<file path="src/rtl/i2c_tgt_pkg.sv">
package i2c_tgt_pkg;

   localparam int PTR_W  = 6;
   localparam int BYTE_W = 8;

   typedef enum logic [1:0] {
      STRAP_LOW  = 2'b00,
      STRAP_HIGH = 2'b01,
      STRAP_OPEN = 2'b10
   } strap_e;

   typedef enum logic [2:0] {
      ST_IDLE,
      ST_ADDR,
      ST_CMD,
      ST_WDATA,
      ST_RDATA
   } tgt_state_e;

   // Map a strap pair to an address offset 0..8.
   function automatic logic [3:0] strap_offset(input logic [1:0] hi, input logic [1:0] lo);
      logic [1:0] h;
      logic [1:0] l;
      h = hi[1] ? STRAP_OPEN : hi;
      l = lo[1] ? STRAP_OPEN : lo;
      case ({h, l})
         {STRAP_LOW,  STRAP_LOW } : return 4'd0;
         {STRAP_LOW,  STRAP_HIGH} : return 4'd1;
         {STRAP_HIGH, STRAP_LOW } : return 4'd2;
         {STRAP_HIGH, STRAP_HIGH} : return 4'd3;
         {STRAP_LOW,  STRAP_OPEN} : return 4'd4;
         {STRAP_OPEN, STRAP_LOW } : return 4'd5;
         {STRAP_HIGH, STRAP_OPEN} : return 4'd6;
         {STRAP_OPEN, STRAP_HIGH} : return 4'd7;
         default                  : return 4'd8;
      endcase
   endfunction

endpackage

</file>
<file path="src/rtl/i2c_line_sync.sv">
module i2c_line_sync #(
   parameter int SYNC_STAGES = 2
) (
   input  logic clk,
   input  logic rst_n,
   input  logic scl_in,
   input  logic sda_in,
   output logic scl_s,
   output logic sda_s,
   output logic scl_rise,
   output logic scl_fall,
   output logic bus_start,
   output logic bus_stop
);

   generate
      if (SYNC_STAGES < 2) begin : g_bad_stages
         $error("i2c_line_sync: SYNC_STAGES must be at least 2");
      end
   endgenerate

   logic [SYNC_STAGES-1:0] scl_pipe;
   logic [SYNC_STAGES-1:0] sda_pipe;
   logic                   scl_q;
   logic                   sda_q;

   generate
      for (genvar g = 0; g < SYNC_STAGES; g++) begin : g_stage
         if (g == 0) begin : g_first
            always_ff @(posedge clk or negedge rst_n) begin
               if (!rst_n) begin
                  scl_pipe[g] <= 1'b1;
                  sda_pipe[g] <= 1'b1;
               end else begin
                  scl_pipe[g] <= scl_in;
                  sda_pipe[g] <= sda_in;
               end
            end
         end else begin : g_next
            always_ff @(posedge clk or negedge rst_n) begin
               if (!rst_n) begin
                  scl_pipe[g] <= 1'b1;
                  sda_pipe[g] <= 1'b1;
               end else begin
                  scl_pipe[g] <= scl_pipe[g-1];
                  sda_pipe[g] <= sda_pipe[g-1];
               end
            end
         end
      end
   endgenerate

   always_ff @(posedge clk or negedge rst_n) begin
      if (!rst_n) begin
         scl_q <= 1'b1;
         sda_q <= 1'b1;
      end else begin
         scl_q <= scl_s;
         sda_q <= sda_s;
      end
   end

   assign scl_s     = scl_pipe[SYNC_STAGES-1];
   assign sda_s     = sda_pipe[SYNC_STAGES-1];
   assign scl_rise  = scl_s & ~scl_q;
   assign scl_fall  = ~scl_s & scl_q;
   assign bus_start = scl_s & scl_q & sda_q & ~sda_s;
   assign bus_stop  = scl_s & scl_q & ~sda_q & sda_s;

endmodule

</file>
<file path="src/rtl/i2c_strap_addr.sv">
module i2c_strap_addr
   import i2c_tgt_pkg::*;
#(
   parameter logic [6:0] BASE_ADDR = 7'h50
) (
   input  logic [1:0] strap_hi,
   input  logic [1:0] strap_lo,
   output logic [6:0] dev_addr
);

   generate
      if (int'(BASE_ADDR) + 8 > 127) begin : g_bad_base
         $error("i2c_strap_addr: BASE_ADDR leaves no room for nine addresses");
      end
   endgenerate

   logic [3:0] offset;

   always_comb begin
      offset   = strap_offset(strap_hi, strap_lo);
      dev_addr = BASE_ADDR + {3'b000, offset};
   end

endmodule

</file>
<file path="src/rtl/i2c_reg_bank.sv">
module i2c_reg_bank
   import i2c_tgt_pkg::*;
#(
   parameter int NUM_REGS = 48
) (
   input  logic              clk,
   input  logic              rst_n,
   input  logic              wr_en,
   input  logic [PTR_W-1:0]  wr_addr,
   input  logic [BYTE_W-1:0] wr_data,
   input  logic [PTR_W-1:0]  rd_addr,
   output logic [BYTE_W-1:0] rd_data
);

   generate
      if (NUM_REGS < 1 || NUM_REGS > (1 << PTR_W)) begin : g_bad_depth
         $error("i2c_reg_bank: NUM_REGS must lie in 1..64");
      end
   endgenerate

   logic [NUM_REGS-1:0][BYTE_W-1:0] mem;

   always_ff @(posedge clk or negedge rst_n) begin
      if (!rst_n) begin
         mem <= '0;
      end else begin
         for (int i = 0; i < NUM_REGS; i++) begin
            if (wr_en && wr_addr == PTR_W'(i)) mem[i] <= wr_data;
         end
      end
   end

   always_comb begin
      rd_data = '0;
      for (int i = 0; i < NUM_REGS; i++) begin
         if (rd_addr == PTR_W'(i)) rd_data = mem[i];
      end
   end

   // a write aimed past the last register leaves the bank untouched
   assert_unmapped_write_ignored_R12: assert property (@(posedge clk) disable iff (!rst_n)
      (wr_en && int'(wr_addr) >= NUM_REGS) |=> $stable(mem));

endmodule

</file>
<file path="src/rtl/i2c_strap_reg_target.sv">
module i2c_strap_reg_target
   import i2c_tgt_pkg::*;
#(
   parameter logic [6:0] BASE_ADDR   = 7'h50,
   parameter int         NUM_REGS    = 48,
   parameter int         SYNC_STAGES = 2
) (
   input  logic       clk,
   input  logic       rst_n,
   input  logic       bus_scl,
   input  logic       bus_sda,
   input  logic [1:0] strap_hi,
   input  logic [1:0] strap_lo,
   output logic       sda_pull_low
);

   localparam int CNT_W   = $clog2(BYTE_W + 2);
   localparam int ACK_BIT = BYTE_W;
   localparam int END_BIT = BYTE_W + 1;

   logic scl_s, sda_s, scl_rise, scl_fall, bus_start, bus_stop;
   logic [6:0]        dev_addr;
   tgt_state_e        state;
   logic [CNT_W-1:0]  bit_cnt;
   logic [BYTE_W-1:0] rx_shift;
   logic [BYTE_W-1:0] tx_shift;
   logic [PTR_W-1:0]  ptr;
   logic              tx_mode;
   logic              ctrl_nack;
   logic              wr_en;
   logic [BYTE_W-1:0] rd_data;
   logic              at_ack_fall;
   logic              at_end_fall;

   i2c_line_sync #(.SYNC_STAGES(SYNC_STAGES)) u_sync (
      .clk(clk), .rst_n(rst_n), .scl_in(bus_scl), .sda_in(bus_sda),
      .scl_s(scl_s), .sda_s(sda_s), .scl_rise(scl_rise), .scl_fall(scl_fall),
      .bus_start(bus_start), .bus_stop(bus_stop));

   i2c_strap_addr #(.BASE_ADDR(BASE_ADDR)) u_addr (
      .strap_hi(strap_hi), .strap_lo(strap_lo), .dev_addr(dev_addr));

   i2c_reg_bank #(.NUM_REGS(NUM_REGS)) u_bank (
      .clk(clk), .rst_n(rst_n), .wr_en(wr_en), .wr_addr(ptr),
      .wr_data(rx_shift), .rd_addr(ptr), .rd_data(rd_data));

   assign at_ack_fall = scl_fall && !bus_start && !bus_stop && bit_cnt == CNT_W'(ACK_BIT);
   assign at_end_fall = scl_fall && !bus_start && !bus_stop && bit_cnt == CNT_W'(END_BIT);
   assign wr_en       = at_ack_fall && state == ST_WDATA;

   always_ff @(posedge clk or negedge rst_n) begin
      if (!rst_n) begin
         state        <= ST_IDLE;
         bit_cnt      <= '0;
         rx_shift     <= '0;
         tx_shift     <= '0;
         ptr          <= '0;
         tx_mode      <= 1'b0;
         ctrl_nack    <= 1'b0;
         sda_pull_low <= 1'b0;
      end else if (bus_start) begin
         state        <= ST_ADDR;
         bit_cnt      <= '0;
         tx_mode      <= 1'b0;
         sda_pull_low <= 1'b0;
      end else if (bus_stop) begin
         state        <= ST_IDLE;
         bit_cnt      <= '0;
         tx_mode      <= 1'b0;
         sda_pull_low <= 1'b0;
      end else if (state != ST_IDLE) begin
         if (scl_rise) begin
            if (bit_cnt < CNT_W'(ACK_BIT)) rx_shift <= {rx_shift[BYTE_W-2:0], sda_s};
            else ctrl_nack <= sda_s;
            bit_cnt <= bit_cnt + 1'b1;
         end else if (at_ack_fall) begin
            unique case (state)
               ST_ADDR: begin
                  if (rx_shift[7:1] == dev_addr) begin
                     sda_pull_low <= 1'b1;
                     state        <= rx_shift[0] ? ST_RDATA : ST_CMD;
                  end else begin
                     state <= ST_IDLE;
                  end
               end
               ST_CMD: begin
                  ptr          <= rx_shift[PTR_W-1:0];
                  sda_pull_low <= 1'b1;
                  state        <= ST_WDATA;
               end
               ST_WDATA: begin
                  ptr          <= ptr + 1'b1;
                  sda_pull_low <= 1'b1;
               end
               default: sda_pull_low <= 1'b0;
            endcase
         end else if (at_end_fall) begin
            bit_cnt <= '0;
            if (state == ST_RDATA && (!tx_mode || !ctrl_nack)) begin
               sda_pull_low <= ~rd_data[BYTE_W-1];
               tx_shift     <= {rd_data[BYTE_W-2:0], 1'b0};
               ptr          <= ptr + 1'b1;
               tx_mode      <= 1'b1;
            end else if (state == ST_RDATA) begin
               state        <= ST_IDLE;
               tx_mode      <= 1'b0;
               sda_pull_low <= 1'b0;
            end else begin
               sda_pull_low <= 1'b0;
            end
         end else if (scl_fall && state == ST_RDATA && tx_mode && bit_cnt != '0) begin
            sda_pull_low <= ~tx_shift[BYTE_W-1];
            tx_shift     <= {tx_shift[BYTE_W-2:0], 1'b0};
         end
      end
   end

   // the pull only moves while the synchronized SCL is low
   assert_sda_moves_scl_low_R10: assert property (@(posedge clk) disable iff (!rst_n)
      !$stable(sda_pull_low) |-> !scl_s);

   // an idle or ignoring target never pulls SDA
   assert_idle_released_R2: assert property (@(posedge clk) disable iff (!rst_n)
      (state == ST_IDLE) |-> !sda_pull_low);

   // an acknowledge pull outside read data sits only in the ninth clock
   assert_ack_in_ninth_R3: assert property (@(posedge clk) disable iff (!rst_n)
      (sda_pull_low && !tx_mode) |-> (bit_cnt == CNT_W'(ACK_BIT) || bit_cnt == CNT_W'(END_BIT)));

   // a NACK after a sent byte releases SDA on the next cycle
   assert_nack_releases_R8: assert property (@(posedge clk) disable iff (!rst_n)
      (at_end_fall && state == ST_RDATA && tx_mode && ctrl_nack) |=> !sda_pull_low);

   // the pointer wraps from the top value to zero after a stored byte
   assert_ptr_wraps_R6: assert property (@(posedge clk) disable iff (!rst_n)
      (wr_en && ptr == '1) |=> ptr == '0);

endmodule

</file>
<file path="config.mk">
export PLATFORM = sky130hd
export DESIGN_NAME = i2c_strap_reg_target
export DESIGN_NICKNAME = d
export VERILOG_FILES = /design/src/rtl/i2c_tgt_pkg.sv /design/src/rtl/i2c_line_sync.sv /design/src/rtl/i2c_strap_addr.sv /design/src/rtl/i2c_reg_bank.sv /design/src/rtl/i2c_strap_reg_target.sv
export SDC_FILE = /design/constraint.sdc
export NUM_CORES = 1
export LEC_CHECK = 0
export BUFFER_PORTS_ARGS = -buffer_cell sky130_fd_sc_hd__buf_2
export CAP_MARGIN = 20
export CORE_AREA = 2 2 197 199
export CTS_CLUSTER_DIAMETER = 200
export DETAILED_ROUTE_END_ITERATION = 8
export DIE_AREA = 0 0 199 201
export GPL_TIMING_DRIVEN = 1
export HOLD_SLACK_MARGIN = 0.12
export PLACE_DENSITY_LB_ADDON = 0.15
export SYNTH_ARGS = -nofsm -noshare
export SYNTH_HDL_FRONTEND = slang
export SYNTH_SLANG_ARGS = --single-unit
</file>
<file path="constraint.sdc">
create_clock -name clk -period 2.7 [get_ports clk]
set_clock_uncertainty 0.15 [all_clocks]
set_input_delay 0.27 -clock clk [delete_from_list [all_inputs] [get_ports clk]]
set_output_delay 0.27 -clock clk [all_outputs]
set_load 0.01 [all_outputs]
</file>
==> flow_metrics.py <==
metrics = {
    "status": {
        "run_status": "finished, violations left",
        "violations": "negative setup slack",
    },
    "worst_setup_path": {
        "cp-start-kind": "flop",
        "worst_ep_arrival_time_ns": 3.43,
        "cp-endpoint": "tx_shift[3]$_DFFE_PN0P_",
        "critPathSlowestCell": "a2111oi_4",
        "cp.required_ns": 3.05,
        "r2r-start": "ptr[2]$_DFFE_PN0P_",
        "cpPeakStageDelay_ns": 0.47,
        "cp_max_fo": 7,
        "setup.worst_path.end_class": "flop",
        "path_delay_family": "compound AO/OA/AOI/OAI gates",
        "r2r_end": "tx_shift[3]$_DFFE_PN0P_",
        "worstSetupPathType": "flop to flop",
        "cp-startpoint": "ptr[2]$_DFFE_PN0P_",
        "cp.depth": 11,
        "cp_common_cell": "buf_4",
        "path_buf_inv": 4,
        "r2r_slack_ns": -0.38,
        "rr_worst_depth": 11,
        "cp_cell_sequence": "buf_4, nor2b_1, buf_4, buf_4, a32oi_1, nand4_1, a21oi_2, buf_4, a2111oi_4, o21ai_2, a221oi_2",
    },
    "route": {
        "vias_per_cell": 6.56,
        "drtIter0Drc": 2063,
        "via_count": 18600,
        "wl_per_cell_um": 26.5,
        "route.detailed.drc": 0,
        "first_pass_iters": 5,
        "final_antenna_net_count": 0,
        "drt_wl_total_mm": 75.2,
    },
    "placement": {
        "dpl_cell_area_um2": 25100,
        "dp_hpwl_mm": 51.2,
        "place_inst": 2696,
        "gp_congestion": 1.00,
        "io_buffers": 8,
    },
    "yosys": {
        "yosysTopAreaCell": "dfrtp_1",
        "syn_inst": 1886,
        "postSynthAreaPerCell_um2": 11.5,
        "yosys_warnings": 0,
        "synth_ff_type": "dfrtp_1",
        "ys_ff_latch": 421,
        "synth_seq_area_share": 0.484,
        "ys_top_cells_by_area": "dfrtp_1, mux2_2, nor2_1",
        "synth_edf_count": 0,
        "synth_largest_type_area_fraction": 0.477,
        "syn-cell-area_um2": 21800,
        "async_flop_share": 1.00,
        "syn_nets": 1901,
        "synth_cell_types": 100,
    },
    "sta": {
        "rsz0062_at_grt": "true",
        "fin_crit_ns": 3.08,
        "setup_violations": 8,
        "setup_slack_ns": -0.384,
        "hold_viol": 0,
        "slew_violations": 0,
        "worstMarginPinSlew_ns": 0.835,
        "finalCritPeriodShare": 1.14,
        "max_clock_freq_mhz": 324,
        "slew_headroom": 0.443,
        "fin_tns_setup_ns": -2.16,
    },
    "cells_and_area": {
        "stdcell_count": 2839,
        "fillers": 2553,
        "multi_input_area_um2": 11600,
        "antenna_cells": 0,
        "layout.nets": 2301,
        "syn_to_final_growth_pct": 30.0,
        "design_area_um2": 28300,
        "drive_gt1_frac": 0.517,
        "seqCellArea_um2": 10600,
        "finish.utilization": 0.743,
    },
    "global_route": {
        "antenna_found_initial": 0,
        "grt_pass1_vias": 19100,
        "grt_usage": 0.378,
        "grt-ovfl-total": 0,
        "grt_max_degree": 90,
        "grt_first_pass_wirelength_mm": 115,
    },
    "pwr": {
        "internal_power_uw": 10400,
        "power.density_nw_per_um2": 514,
        "power_uw": 14500,
        "swShare": 0.287,
        "p_switching_uw": 4170,
        "seq_power_share": 0.447,
        "vdd_drop_max_v": 0.000662,
        "combPwrFrac": 0.112,
        "leakage_uw": 0.0135,
        "p_clk_frac": 0.441,
    },
    "cts": {
        "h-tree-depth": 2,
        "cts.sinks": 421,
        "cts_made_buffers": 45,
        "clockBufferDepth": 3,
        "cts_tree": "done",
        "root_buffer": "clkbuf_16",
        "insertion_delay_ns": 0.59,
        "clk_pin_slew_ns": 0.06,
    },
    "floorplanning": {
        "ios": 9,
        "start_util": 0.571,
        "rows": 72,
        "die_area_um2": 40000,
        "die_y_um": 201,
        "die_x_um": 199,
        "coreArea_um2": 38100,
    },
    "run": {
        "maxCapViolations": 0,
    },
    "worst_hold_path": {
        "hold_class": "input port to asynchronous set/reset pin",
    },
}
power groups by stage:
stage          combinational [uW]  sequential [uW]  clock [uW]
2_1_floorplan                 704             6570           0
3_3_place_gp                 1570             6600           0
3_5_place_dp                 1590             6610           0
4_1_cts                      1600             6490        6470
5_1_grt                      1680             6500        6720
6_report                     1630             6490        6420
worst reg2reg max path, stage by stage (launching register included):
cell	delay [ns]
dfrtp_2	0.44
buf_4	0.19
nor2b_1	0.39
buf_4	0.27
buf_4	0.15
a32oi_1	0.09
nand4_1	0.12
a21oi_2	0.07
buf_4	0.16
a2111oi_4	0.47
o21ai_2	0.22
a221oi_2	0.26
layout make-up:
cell class | count | share of cell area
Inverter | 9 | 0.00137
Clock inverter | 20 | 0.00703
Multi-Input combinational cell | 1339 | 0.411
Sequential cell | 421 | 0.373
Clock buffer | 62 | 0.0467
Tap cell | 518 | 0.0229
Timing Repair Buffer | 470 | 0.138
Yosys cell counts, drive strengths merged, types with 10 or more instances:
cell	number
and3	16
a211oi	21
nor2	168
o211ai	17
nand2	106
nand3	45
mux2	394
dfrtp	415
a221o	10
or3	25
buf	70
nand4	10
nor2b	11
and3b	10
nor3	52
a31oi	16
a21oi	58
o31ai	10
nor4	11
a221oi	34
o21ai	70
nand2b	12
o22ai	33
nand3b	18
clkbuf	47
a211o	11
a2111oi	12
a22oi	12
o2111ai	16
o221ai	17
per-stage QoR:
step                      setup WS (ns)  hold slack, ns
after floorplan                   0.132          -0.176
after global placement           -0.905           0.198
after detailed placement         -0.873           0.198
after CTS                        -0.347           0.151
after global routing             -0.395           0.196
final                            -0.384           0.190
flip-flops by register name, indices dropped and copies added (netlist names), 3 cells and up:
| signal | count |
|---|---|
| state | 3 |
| tx_shift | 7 |
| rx_shift | 8 |
| bit_cnt | 4 |
| u_bank.mem | 384 |
| ptr | 6 |
worst min-delay path by stage:
stage                                       startpoint  slack (ns)                      endpoint
after global placement    u_sync.sda_pipe[0]$_DFF_PN1_        0.20        u_sync.sda_s$_DFF_PN1_
after global routing                           bus_scl        0.20  u_sync.scl_pipe[0]$_DFF_PN1_
after floorplan                                  rst_n       -0.18        bit_cnt[0]$_DFFE_PN0P_
after CTS                                      bus_sda        0.15  u_sync.sda_pipe[0]$_DFF_PN1_
final                                            rst_n        0.19          state[0]$_DFFE_PN0P_
after detailed placement  u_sync.scl_pipe[0]$_DFF_PN1_        0.20        u_sync.scl_s$_DFF_PN1_
cell usage in the layout, fill, tap and decap left out, types with 10 or more instances in the layout:
cell,Yosys,layout
nand2_1,96,82
o21ai_0,65,57
nand3_1,45,42
mux2_2,394,394
and3_1,16,15
nor3_1,45,37
buf_4,14,396
a21oi_1,58,47
a211oi_1,21,11
a221oi_1,32,19
o22ai_1,33,30
nor2_2,55,42
buf_6,14,45
o2111ai_1,16,11
o211ai_1,16,16
a221oi_2,2,13
clkbuf_16,0,47
a221o_1,10,10
nand4_1,10,10
nand2_2,6,14
or3_1,25,22
nor2_4,4,30
dfrtp_2,0,11
o221ai_1,17,11
nor2_1,108,95
o21ai_1,4,10
nor3_2,5,12
a31oi_1,16,15
dfrtp_1,415,404
a211o_1,11,11
nand3b_1,14,14
buf_12,0,17
what timing repair did:
action | 4_1_cts | 5_1_grt
pin swaps | 69 | 41
hold buffers | 4 | 0
setup endpoints to repair | 81 | 118
setup buffers | 47 | 18
gates resized for setup | 196 | 78
hold endpoints to repair | 104 | 0
layer usage:
metal,vias up,wire length (um),global-route usage
li1,7926,-,-
met1,9416,30700,0.517
met2,1012,35100,0.596
met3,256,5540,0.0575
met4,0,3790,0.170
met5,-,0,0
cell families after synthesis:
logic type,after synthesis,share of synthesized area
simple gates,521,0.135
fa+ha+maj,7,0.00402
flops,421,0.484
mux,397,0.205
buf+inv,126,0.0310
compound gates,409,0.139
xor+xnor,5,0.00201
(Power assumes the default switching activity.)
